<file path="src/rtl/irq_pkg.sv">
package irq_pkg;

    localparam int NSRC      = 5;
    localparam int NMASK     = 3;
    localparam int MW_W      = 5;
    localparam int MW_ARM    = 3;   // mask bits load only when this bit is 1
    localparam int MW_CLR7   = 4;   // clears the level 7 pending latch

    // Rank order: a higher code wins.
    typedef enum logic [2:0] {
        SRC_INTR = 3'd0,
        SRC_L5   = 3'd1,
        SRC_L6   = 3'd2,
        SRC_L7   = 3'd3,
        SRC_TRAP = 3'd4
    } src_e;

    typedef enum logic [2:0] {
        ST_IDLE,
        ST_PUSH,
        ST_VEC,
        ST_ACK,
        ST_FETCH
    } st_e;

    // Restart addresses sit 8 bytes apart: level n maps to 8*n + 4.
    function automatic logic [15:0] restart_addr(input src_e s);
        logic [15:0] a;
        unique case (s)
            SRC_TRAP: a = 16'h0024;
            SRC_L5, SRC_L6, SRC_L7:
                a = 16'(((int'(s) + 4) * 8) + 4);
            default:  a = 16'h0000;
        endcase
        return a;
    endfunction

endpackage

</file>
<file path="src/rtl/irq_gate_regs.sv">
module irq_gate_regs
    import irq_pkg::*;
#(
    parameter int NM = NMASK
) (
    input  logic            clk,
    input  logic            rst_n,
    input  logic            ei_stb,
    input  logic            di_stb,
    input  logic            take,
    input  logic            take_l7,
    input  logic            mask_wr,
    input  logic [MW_W-1:0] mask_wdata,
    input  logic            l7_in,
    output logic            ien,
    output logic [NM-1:0]   mask,
    output logic            l7_pend
);

    logic l7_prev;
    logic l7_rise;
    logic l7_clr;

    assign l7_rise = l7_in & ~l7_prev;
    assign l7_clr  = take_l7 | (mask_wr & mask_wdata[MW_CLR7]);

    always_ff @(posedge clk) begin
        if (!rst_n) begin
            ien     <= 1'b0;
            mask    <= '1;
            l7_prev <= 1'b0;
            l7_pend <= 1'b0;
        end else begin
            if (take || di_stb)
                ien <= 1'b0;
            else if (ei_stb)
                ien <= 1'b1;

            if (mask_wr && mask_wdata[MW_ARM])
                mask <= mask_wdata[NM-1:0];

            l7_prev <= l7_in;

            if (l7_clr)
                l7_pend <= 1'b0;
            else if (l7_rise)
                l7_pend <= 1'b1;
        end
    end

endmodule

</file>
<file path="src/rtl/irq_arbiter.sv">
module irq_arbiter #(
    parameter int N  = 5,
    localparam int IW = $clog2(N)
) (
    input  logic [N-1:0]  req,
    output logic          any,
    output logic [IW-1:0] idx
);

    always_comb begin
        any = |req;
        idx = '0;
        for (int i = 0; i < N; i++) begin
            if (req[i])
                idx = IW'(i);
        end
    end

endmodule

</file>
<file path="src/rtl/irq_vec_ctrl.sv">
module irq_vec_ctrl
    import irq_pkg::*;
#(
    parameter int ADDR_W = 16,
    parameter int DATA_W = 8
) (
    input  logic              clk,
    input  logic              rst_n,
    input  logic              trap_req,
    input  logic              edge7_req,
    input  logic              lvl6_req,
    input  logic              lvl5_req,
    input  logic              intr_req,
    input  logic              ei_stb,
    input  logic              di_stb,
    input  logic              mask_wr,
    input  logic [MW_W-1:0]   mask_wdata,
    input  logic [ADDR_W-1:0] pc_in,
    input  logic [DATA_W-1:0] data_in,
    output logic              push_req,
    output logic [ADDR_W-1:0] push_pc,
    output logic              vec_valid,
    output logic [ADDR_W-1:0] vec_addr,
    output logic              inta,
    output logic              op_valid,
    output logic [DATA_W-1:0] op_byte,
    output logic              int_en
);

    localparam int IW = $clog2(NSRC);

    st_e               state, state_nx;
    src_e              src_q, win_src;
    logic [ADDR_W-1:0] pc_q;
    logic [DATA_W-1:0] byte_q;
    logic              ien, l7_pend;
    logic [NMASK-1:0]  mask;
    logic [NSRC-1:0]   elig;
    logic              win_any, accept, take_l7;
    logic [IW-1:0]     win_idx;

    irq_gate_regs #(.NM(NMASK)) u_gate (
        .clk        (clk),
        .rst_n      (rst_n),
        .ei_stb     (ei_stb),
        .di_stb     (di_stb),
        .take       (accept),
        .take_l7    (take_l7),
        .mask_wr    (mask_wr),
        .mask_wdata (mask_wdata),
        .l7_in      (edge7_req),
        .ien        (ien),
        .mask       (mask),
        .l7_pend    (l7_pend)
    );

    always_comb begin
        elig[SRC_TRAP] = trap_req;
        elig[SRC_L7]   = ien & ~mask[2] & l7_pend;
        elig[SRC_L6]   = ien & ~mask[1] & lvl6_req;
        elig[SRC_L5]   = ien & ~mask[0] & lvl5_req;
        elig[SRC_INTR] = ien & intr_req;
    end

    irq_arbiter #(.N(NSRC)) u_arb (
        .req (elig),
        .any (win_any),
        .idx (win_idx)
    );

    assign win_src = src_e'(win_idx);
    assign accept  = (state == ST_IDLE) && win_any;
    assign take_l7 = accept && (win_src == SRC_L7);

    // Next-state logic
    always_comb begin
        state_nx = state;
        unique case (state)
            ST_IDLE:  if (accept)
                          state_nx = (win_src == SRC_INTR) ? ST_ACK : ST_PUSH;
            ST_PUSH:  state_nx = ST_VEC;
            ST_VEC:   state_nx = ST_IDLE;
            ST_ACK:   state_nx = ST_FETCH;
            ST_FETCH: state_nx = ST_IDLE;
            default:  state_nx = ST_IDLE;
        endcase
    end

    // State register
    always_ff @(posedge clk) begin
        if (!rst_n)
            state <= ST_IDLE;
        else
            state <= state_nx;
    end

    // Captured context: winner, program counter, fetched byte
    always_ff @(posedge clk) begin
        if (!rst_n) begin
            src_q  <= SRC_INTR;
            pc_q   <= '0;
            byte_q <= '0;
        end else begin
            if (accept) begin
                src_q <= win_src;
                pc_q  <= pc_in;
            end
            if (state == ST_ACK)
                byte_q <= data_in;
        end
    end

    // Outputs decoded from state
    always_comb begin
        push_req  = 1'b0;
        vec_valid = 1'b0;
        inta      = 1'b0;
        op_valid  = 1'b0;
        vec_addr  = '0;
        unique case (state)
            ST_IDLE:  ;
            ST_PUSH:  push_req = 1'b1;
            ST_VEC: begin
                vec_valid = 1'b1;
                vec_addr  = ADDR_W'(restart_addr(src_q));
            end
            ST_ACK:   inta = 1'b1;
            ST_FETCH: op_valid = 1'b1;
            default:  ;
        endcase
    end

    assign push_pc = pc_q;
    assign op_byte = byte_q;
    assign int_en  = ien;

endmodule

</file>
<file path="config.mk">
export PLATFORM = sky130hd
export DESIGN_NAME = irq_vec_ctrl
export DESIGN_NICKNAME = d
export VERILOG_FILES = /design/src/rtl/irq_pkg.sv /design/src/rtl/irq_gate_regs.sv /design/src/rtl/irq_arbiter.sv /design/src/rtl/irq_vec_ctrl.sv
export SDC_FILE = /design/constraint.sdc
export NUM_CORES = 1
export LEC_CHECK = 0
export ABC_CLOCK_PERIOD_IN_PS = 2500
export BUFFER_PORTS_ARGS = -buffer_cell sky130_fd_sc_hd__buf_2
export CAP_MARGIN = 20
export CORE_ASPECT_RATIO = 2
export CORE_MARGIN = 10
export CORE_UTILIZATION = 47
export DETAILED_ROUTE_END_ITERATION = 6
export PLACE_DENSITY = 0.84
export RECOVER_POWER = 50
export SLEW_MARGIN = 10
export SYNTH_ARGS = -nofsm -noshare
export SYNTH_HDL_FRONTEND = slang
export SYNTH_SLANG_ARGS = --single-unit
</file>
<file path="constraint.sdc">
create_clock -name clk -period 2.5 [get_ports clk]
set_clock_uncertainty 0.2 [all_clocks]
set_input_delay 0.25 -clock clk [delete_from_list [all_inputs] [get_ports clk]]
set_output_delay 0.25 -clock clk [all_outputs]
set_load 0.1 [all_outputs]
</file>
==> flow_summary_export.csv, run 1 <==
group,metric,value,unit
drt,num_vias,1442,
clock_tree,clock_path_buffers,2,
final_layout,fin_util,63.4,%
drt,via_per_inst,4.90,
sta,fin_crit_sh,91.9,%
sta,fmax,435,MHz
floorplan,initial_utilization,49.1,%
floorplan,rows,29,
logic_synthesis,syn_area,1570,µm²
pwr,p_per_area,721,nW/µm²
min_path,worst_hold_path_type,"input pin to flop",
final_layout,num_antenna_cells,0,
clock_tree,cts_tree,"built",
global_routing,grt_start_max_net_pins,23,
sta,min_period,2.30,ns
global_routing,top_usage_layer,"met2",
critical_path,cp_slowest_cell,"buf_2",
global_routing,grt_pass1_vias,1570,
final_layout,fin_nets,302,
min_path,worstHoldStart,"pc_in[8]",
clock_tree,cts_htree_levels,2,
critical_path,setup.worst_path.class,"flop to output pin",
place,routabilityCongestion,0.758,
critical_path,cp_max_fo,10,
critical_path,cp_data_required_time,2.05,ns
sta,timing.slew.headroom,20.7,%
clock_tree,cts_buffers,5,
floorplan,core,3190,µm²
logic_synthesis,synth_top_cell_by_area,"dfxtp_1",
drt,dr.first_iter.drc_count,33,
status,status,"finished clean",
logic_synthesis,ys_types,30,
global_routing,grt_use_total,14.1,%
critical_path,worstPathCellList,"nand3b_1 > inv_1 > buf_2",
floorplan,dieWidth,60.8,µm
place,dp_hpwl,3.20,mm
pwr,peakVddDrop,0.558,mV
sta,setup_violations,0,
critical_path,critPathMaxStageDelay,0.49,ns
critical_path,crit_start,"state[1]",
clock_tree,worstSkewPairLatency,0.28,ns
logic_synthesis,syn_avg_cell_area,8.52,µm²
global_routing,grt_pass1_wl,6.94,mm
global_routing,grt_util_met1,13.1,%
global_routing,grt_remaining_overflow,0,
critical_path,ff2ff_setup_slack,0.65,ns
sta,report.final.slew_viol_count,0,
drt,drc,0,
sta,worstMarginPinSlew,1.19,ns
critical_path,cp-end-kind,"output pin",
drt,drt_pass1_iterations,4,
logic_synthesis,ys_top_cells_by_area,"dfxtp_1, nand2_1, mux2i_1, buf_4, a21oi_1",
critical_path,critPathLaunchType,"flop",
critical_path,cp.arrival,1.85,ns
place,port_buffers,71,
global_routing,met3_usage,6.27,%
global_routing,use_met2,25.4,%
drt,drtAntennaViolNets,0,
pwr,power_leakage,0.932,nW
floorplan,die_h,102,µm
floorplan,io_pins,84,
sta,finalHoldViolations,0,
logic_synthesis,synth_top_cell_area_share,46.0,%
clock_tree,clk_pin_slew,0.07,ns
global_routing,antenna_found_initial,0,
logic_synthesis,synth_cells,184,
final_layout,layout-drive-gt1-share,25.5,%
logic_synthesis,synth_seq_area_share,46.0,%
logic_synthesis,ys.warnings.count,0,
sta,rsz0062_at_grt,"no",
drt,routedWlPerCell,14.2,µm
sta,setup-tns-final,0,ns
flow_run,maxCapViolations,0,
clock_tree,cts_num_sinks,36,
critical_path,r2r-start,"state[2]",
clock_tree,cts_root_buffer,"clkbuf_8",
drt,wl,4.18,mm
floorplan,die-area,6190,µm²
final_layout,syn_to_final_growth,29.2,%
logic_synthesis,ys_ff_latch,36,
## stage by stage
stage / setup WS [ns] / power (mW) / hold WS (ns) / cells / instance area [µm²]
global route: 0.116 / 1.52 / 0.00808 / 294 / 2030
global placement: 0.509 / 1.09 / 0.222 / 279 / 1910
finish: 0.202 / 1.46 / 0.00951 / 294 / 2030
CTS: 0.156 / 1.49 / 0.000452 / 294 / 2070
floorplan: -0.144 / 1.03 / 0.124 / 195 / 1640
detailed placement: 0.472 / 1.09 / 0.225 / 279 / 1910
## final cells by class
| class | count | area (µm²) |
|---|---|---|
| fillers | 305 | 1170 |
| flip-flops and latches | 36 | 721 |
| inverters | 4 | 15.0 |
| repair buffers | 81 | 427 |
| clock buffers | 6 | 72.6 |
| clock inverters | 1 | 5.00 |
| well taps | 31 | 38.8 |
| multi-input cells | 135 | 747 |
## final timing paths
check / cells after the start / end
hold / removal: 3 / push_pc[8]
setup reg to reg: 5 / push_pc[10]
hold reg to reg: 2 / op_byte[0]
setup / recovery: 3 / inta
## worst max-delay path, delay by kind of cell (launching register included)
| kind | cells | cell delay [ns] |
|---|---|---|
| DFF | 1 | 0.45 |
| and+or+nand+nor | 1 | 0.31 |
| buffers and inverters | 2 | 0.81 |
## power breakdown
part / total [mW] / switching [mW] / internal (mW)
clock network: 0.383 / 0.193 / 0.189
logic: 0.448 / 0.362 / 0.0860
registers: 0.630 / 0.0226 / 0.607
## placed cells by master, fill, tap and decap left out, drive strengths merged
master       count
nand3            6
o32ai            2
nand2           56
o21ai            1
a211oi           1
nand3b           2
a31oi            1
nor3b            5
buf             54
dlygate4sd3      8
dfxtp           36
nor2b            3
nor2             7
mux2i           16
clkinv           1
clkbuf          25
nor3             3
conb            12
or3b             1
nor4             2
xor2             1
a21oi           13
and2             2
nand2b           1
inv              4
## cells in the mapped netlist (all sizes together)
cell type   n
nand2      56
dfxtp      36
mux2i      16
buf        14
a21oi      13
nor2        7
clkbuf      6
nand3       6
nor3b       5
inv         4
nor2b       3
nor3        3
and2        2
nand3b      2
nor4        2
o32ai       2
a211oi      1
a31oi       1
conb        1
nand2b      1
o21ai       1
or3b        1
xor2        1
## logic make-up after synthesis
family / Yosys count / share of synthesized area [%]
other: 1 / 0.239
AND/OR/NAND/NOR: 88 / 26.7
flip-flops: 36 / 46.0
buffers and inverters: 24 / 9.58
multiplexers: 16 / 10.2
AO/OA/AOI/OAI: 18 / 6.70
XOR/XNOR: 1 / 0.559
## flip-flops by register name (all words and copies together) (netlist names)
register	flops
src_q	3
u_gate.ien	1
push_pc	16
state	3
u_gate.mask	3
u_gate.l7_pend	1
op_byte	8
u_gate.l7_prev	1
## repair_timing
action | 4_1_cts | 5_1_grt
hold buffers | 8 | 0
buffers inserted | 0 | 0
gates resized for setup | 0 | 0
hold endpoints to repair | 8 | 0
## metal layers
layer	part of all wire, %	wire, µm
met2	53	2210
met5	0	0
met3	10	425
met4	1.1	44
met1	36	1510
No activity file was read; power rests on OpenSTA's default activity.
==> run 2, diff against run 1 <==
--- a/config.mk
+++ b/config.mk
@@ -5,15 +5,16 @@
 export SDC_FILE = /design/constraint.sdc
 export NUM_CORES = 1
 export LEC_CHECK = 0
-export ABC_CLOCK_PERIOD_IN_PS = 2500
+export ABC_CLOCK_PERIOD_IN_PS = 1940
 export BUFFER_PORTS_ARGS = -buffer_cell sky130_fd_sc_hd__buf_2
 export CAP_MARGIN = 20
 export CORE_ASPECT_RATIO = 2
 export CORE_MARGIN = 10
-export CORE_UTILIZATION = 47
+export CORE_UTILIZATION = 40
 export DETAILED_ROUTE_END_ITERATION = 6
-export PLACE_DENSITY = 0.84
+export PLACE_DENSITY = 0.77
 export RECOVER_POWER = 50
+export SETUP_SLACK_MARGIN = 0.4
 export SLEW_MARGIN = 10
 export SYNTH_ARGS = -nofsm -noshare
 export SYNTH_HDL_FRONTEND = slang
==> constraint.sdc (replaced) <==
create_clock -name clk -period 1.94 [get_ports clk]
set_clock_uncertainty 0.2 [all_clocks]
set_input_delay 0.194 -clock clk [delete_from_list [all_inputs] [get_ports clk]]
set_output_delay 0.194 -clock clk [all_outputs]
set_load 0.1 [all_outputs]
==> run 2 against run 1 <==
Effect of this change: clock power increased by 29%; setup slack got worse by 0.17 ns; clock-buffer cell count shrank 1; flip-flop and latch count did not move; routed wire length is 29% higher; first-iteration DRC count unchanged; via count is 14% higher; die area rose by 13%; critical path depth is the same; non-clock buffer count up 38; sequential power is 28% higher; critical path type unchanged; largest cell class is now buffers; highest routed layer unchanged.
==> flow_summary_export.csv, run 2 (same netlist as run 1, synthesis figures left out) <==
group,metric,value,unit
drt,wl,5.38,mm
sta,fmax,524,MHz
place,port_buffers,71,
drt,routedWlPerCell,15.2,µm
place,placed_cell_area,2080,µm²
min_path,worst_hold_path_type,"input pin to flop",
drt,dr.first_iter.drc_count,33,
drt,num_vias,1642,
critical_path,cp.arrival,1.51,ns
critical_path,cp-end-kind,"output pin",
global_routing,antenna_found_initial,0,
final_layout,layout-drive-gt1-share,39.1,%
place,dpl.cell_count,299,
global_routing,grt_pass1_wl,8.02,mm
clock_tree,cts_buffers,5,
clock_tree,worstSkewPairLatency,0.28,ns
critical_path,critPathLaunchType,"flop",
drt,drc,0,
sta,timing.slew.headroom,57.0,%
pwr,p_per_area,744,nW/µm²
final_layout,fin_nets,340,
final_layout,largest_register_ffs,16,
critical_path,cp_data_required_time,1.55,ns
critical_path,cp_max_fo,5,
clock_tree,cts_root_buffer,"clkbuf_8",
drt,drtAntennaViolNets,0,
clock_tree,cts_num_sinks,36,
sta,finalHoldViolations,0,
place,routabilityCongestion,0.793,
drt,via_per_inst,4.65,
pwr,peakVddDrop,0.630,mV
floorplan,die-area,6980,µm²
floorplan,dieWidth,64.3,µm
global_routing,grt_remaining_overflow,0,
floorplan,io_pins,84,
sta,fin_crit_sh,98.4,%
clock_tree,cts_htree_levels,2,
sta,report.final.slew_viol_count,0,
drt,drt_pass1_iterations,4,
pwr,power_leakage,1.24,nW
clock_tree,clock_path_buffers,2,
final_layout,num_antenna_cells,0,
sta,worstMarginPinSlew,0.645,ns
floorplan,core,3800,µm²
floorplan,rows,32,
final_layout,final_cell_mix,"nand2_1, buf_2, dlygate4sd3_1, dfxtp_1, clkbuf_2",
final_layout,syn_to_final_growth,76.8,%
sta,min_period,1.91,ns
status,status,"finished clean",
sta,setup-tns-final,0,ns
global_routing,grt_use_total,14.2,%
global_routing,grt_start_max_net_pins,38,
sta,rsz0062_at_grt,"yes",
final_layout,fin_area,2770,µm²
sta,setup_violations,0,
global_routing,grt_pass1_vias,1730,
clock_tree,clk_pin_slew,0.07,ns
place,dp_hpwl,3.21,mm
flow_run,maxCapViolations,0,
floorplan,initial_utilization,41.2,%
floorplan,die_h,109,µm
sta,hold_slack,0.0266,ns
final_layout,final_cells,353,
critical_path,setup.worst_path.class,"flop to output pin",
clock_tree,cts_tree,"built",
final_layout,final_common_cell,"nand2_1",
pwr,p_total,2.06,mW
==> run 2: changes by cell type in the layout (fill, tap and decap cells not counted), moves of 3 or more <==
cell           before  now
buf_6               0    5
buf_2              52   38
dlygate4sd3_1       8   33
clkbuf_1           20    0
nor3b_2             3    0
buf_4               2    5
clkbuf_2            0   26
nor3b_4             1    4
dfxtp_1            36   32
buf_12              0    9
dfxtp_4             0    4
==> run 2: power by group <==
part	total (mW)	switching (mW)	internal, mW
sequential	0.808	0.0282	0.780
clock	0.495	0.251	0.243
combinational	0.759	0.524	0.235
total	2.06	0.803	1.26
==> run 2: final cells by class <==
class | instances | area [µm²]
timing repair buffer | 119 | 1000
clock inverter | 3 | 13.8
sequential | 36 | 736
clock buffer | 5 | 68.8
multi-input combinational | 135 | 870
inverter | 4 | 17.5
fill | 280 | 1030
tap | 51 | 63.8
==> run 2: per-stage QoR <==
step / util, % / setup slack, ns
after floorplan: - / -0.135
after global placement: 54.6 / 0.280
after detailed placement: 54.6 / 0.265
after CTS: 69.6 / 0.0161
after global routing: 72.9 / -0.0173
final: 72.9 / 0.0314
==> run 2: worst max-delay path: stages, from the launching register on <==
cell,delay [ns]
dfxtp_4,0.35
or3b_4,0.44
nor3b_4,0.24
buf_12,0.20
==> run 2: routing by layer <==
metal  GRT usage, %  wire length, µm  up-vias
met2           27.4             3150       63
met5              0                0        -
li1               -                -      813
met1           11.8             1730      752
met3           4.87              303       14
met4           8.15              191        0
==> run 2: what timing repair did <==
action,4_1_cts,5_1_grt
endpoints found under the setup margin,17,30
pin swaps,5,4
setup buffers,6,4
hold buffers,33,0
resized for setup,11,17
endpoints found under the hold margin,31,0
cloned,2,1
==> run 2: worst paths after layout <==
kind	from	end	slack (ns)	depth (start not counted)
min	mask_wr	u_gate.mask[2]	0.03	3
min reg2reg	push_pc[7]	push_pc[7]	0.26	2
max	state[2]	vec_addr[3]	0.03	3
max reg2reg	state[2]	push_pc[15]	0.09	8
==> run 3, diff against run 2 <==
--- a/config.mk
+++ b/config.mk
@@ -12,6 +12,7 @@
 export CORE_MARGIN = 10
 export CORE_UTILIZATION = 40
 export DETAILED_ROUTE_END_ITERATION = 6
+export MAX_ROUTING_LAYER = met4
 export PLACE_DENSITY = 0.77
 export RECOVER_POWER = 50
 export SETUP_SLACK_MARGIN = 0.4
==> run 3 against run 2 <==
Effect of this change: clock power about the same; critical endpoint unchanged; critical path type unchanged; highest routed layer unchanged; sequential share of layout area unchanged; flip-flop and latch count stayed put.
==> flow_summary_export.csv, run 3 (same netlist as run 1, synthesis figures left out) <==
group,metric,value,unit
status,status,"finished clean",
clock_tree,clk_pin_slew,0.07,ns
place,post-place-ws,0.265,ns
drt,drtAntennaViolNets,0,
sta,layout_setup_ws,0.0314,ns
pwr,power_leakage,1.24,nW
clock_tree,cts_num_sinks,36,
final_layout,largest_register_ffs,16,
sta,min_period,1.91,ns
sta,fin_crit_sh,98.4,%
floorplan,die_h,109,µm
sta,fmax,524,MHz
floorplan,io_pins,84,
final_layout,layout-drive-gt1-share,39.1,%
clock_tree,cts_htree_levels,2,
critical_path,crit_family,"simple AND/OR/NAND/NOR gates",
floorplan,die-area,6980,µm²
clock_tree,cts_tree,"built",
final_layout,final_common_cell,"nand2_1",
pwr,p_total,2.06,mW
final_layout,syn_to_final_growth,76.8,%
sta,finalHoldViolations,0,
global_routing,grt_pass1_wl,8.00,mm
critical_path,cp_num_buf_inv,1,
final_layout,final_cell_mix,"nand2_1, buf_2, dlygate4sd3_1, dfxtp_1, clkbuf_2",
global_routing,grt_start_max_net_pins,38,
critical_path,crit_start,"state[2]",
final_layout,fin_nets,340,
flow_run,maxCapViolations,0,
place,port_buffers,71,
drt,via_per_inst,4.65,
drt,num_vias,1643,
global_routing,grt_use_total,14.6,%
drt,routedWlPerCell,15.3,µm
global_routing,antenna_found_initial,0,
floorplan,dieWidth,64.3,µm
drt,drc,0,
pwr,p_per_area,744,nW/µm²
clock_tree,clock_path_buffers,2,
sta,timing.slew.headroom,56.9,%
critical_path,cp-end-kind,"output pin",
critical_path,cp_data_required_time,1.55,ns
clock_tree,cts_buffers,5,
floorplan,rows,32,
place,dp_hpwl,3.21,mm
final_layout,fin_util,72.9,%
drt,drt_pass1_iterations,4,
min_path,worst_hold_path_type,"input pin to flop",
sta,worstMarginPinSlew,0.646,ns
critical_path,setup.worst_path.class,"flop to output pin",
place,routabilityCongestion,0.804,
clock_tree,worstSkewPairLatency,0.28,ns
critical_path,cp_max_fo,5,
sta,setup_violations,0,
global_routing,grt_pass1_vias,1730,
final_layout,num_antenna_cells,0,
final_layout,nFillCells,280,
critical_path,r2r-start,"state[2]",
critical_path,critPathLaunchType,"flop",
clock_tree,cts_root_buffer,"clkbuf_8",
critical_path,cp_slowest_cell,"or3b_4",
floorplan,core,3800,µm²
pwr,peakVddDrop,0.630,mV
drt,wl,5.39,mm
critical_path,cp.arrival,1.51,ns
critical_path,critPathMaxStageDelay,0.44,ns
min_path,worstHoldStart,"mask_wr",
global_routing,grt_remaining_overflow,0,
floorplan,initial_utilization,41.2,%
critical_path,worstPathCellList,"or3b_4 > nor3b_4 > buf_12",
drt,dr.first_iter.drc_count,31,
sta,report.final.slew_viol_count,0,
sta,rsz0062_at_grt,"yes",
-- run 3: cell counts in the layout (fill, tap and decap cells not counted) --
Identical to the previous run, type by type.
-- run 3: report_power, final --
part	total [mW]	switching [mW]	leakage (nW)	internal (mW)
Sequential	0.808	0.0282	0.297	0.780
Clock	0.495	0.251	0.0453	0.243
Combinational	0.759	0.524	0.895	0.235
-- run 3: through the flow --
step	hold slack [ns]	area [µm²]	instances	setup TNS, ns
final	0.0266	2770	353	0
after global routing	0.0435	2770	353	-0.0249
after CTS	0.00750	2650	348	0
after detailed placement	0.158	2080	299	0
after global placement	0.159	2080	299	0
after floorplan	0.0581	1680	195	-0.494
-- run 3: layer usage --
metal,global-route usage (%),share of wire (%),vias to the layer above
li1,-,-,813
met1,12.4,33,751
met2,27.4,58,65
met3,3.94,4.6,14
met4,8.15,3.6,0
met5,-,0,-
-- run 3: cell type report --
class / instances / area, µm² / area share, %
Timing Repair Buffer: 119 / 1000 / 36.2
Multi-Input combinational cell: 135 / 870 / 31.4
Sequential cell: 36 / 736 / 26.5
Clock buffer: 5 / 68.8 / 2.48
Tap cell: 51 / 63.8 / 2.30
Inverter: 4 / 17.5 / 0.632
Clock inverter: 3 / 13.8 / 0.497
-- run 3: repair_timing --
| action | in CTS | in global routing |
|---|---|---|
| gates cloned | 2 | 1 |
| pin swaps | 5 | 4 |
| hold endpoints to repair | 31 | 0 |
| hold buffers | 33 | 0 |
| setup endpoints to repair | 17 | 30 |
| buffers inserted | 6 | 4 |
| resized for setup | 11 | 17 |
-- run 3: worst paths after layout --
kind | end | slack (ns) | cells after the start
hold / removal | u_gate.mask[2] | 0.03 | 3
setup reg to reg | push_pc[15] | 0.09 | 8
setup / recovery | vec_addr[3] | 0.03 | 3
hold reg to reg | push_pc[7] | 0.26 | 2
-- run 3: worst register-to-register path: cells and delay by family (launching register included) --
kind,cells,cell delay [ns]
muxes,1,0.16
buffers and inverters,4,0.55
AOI/OAI and AO/OA,2,0.32
DFF,1,0.35
and+or+nand+nor,1,0.21
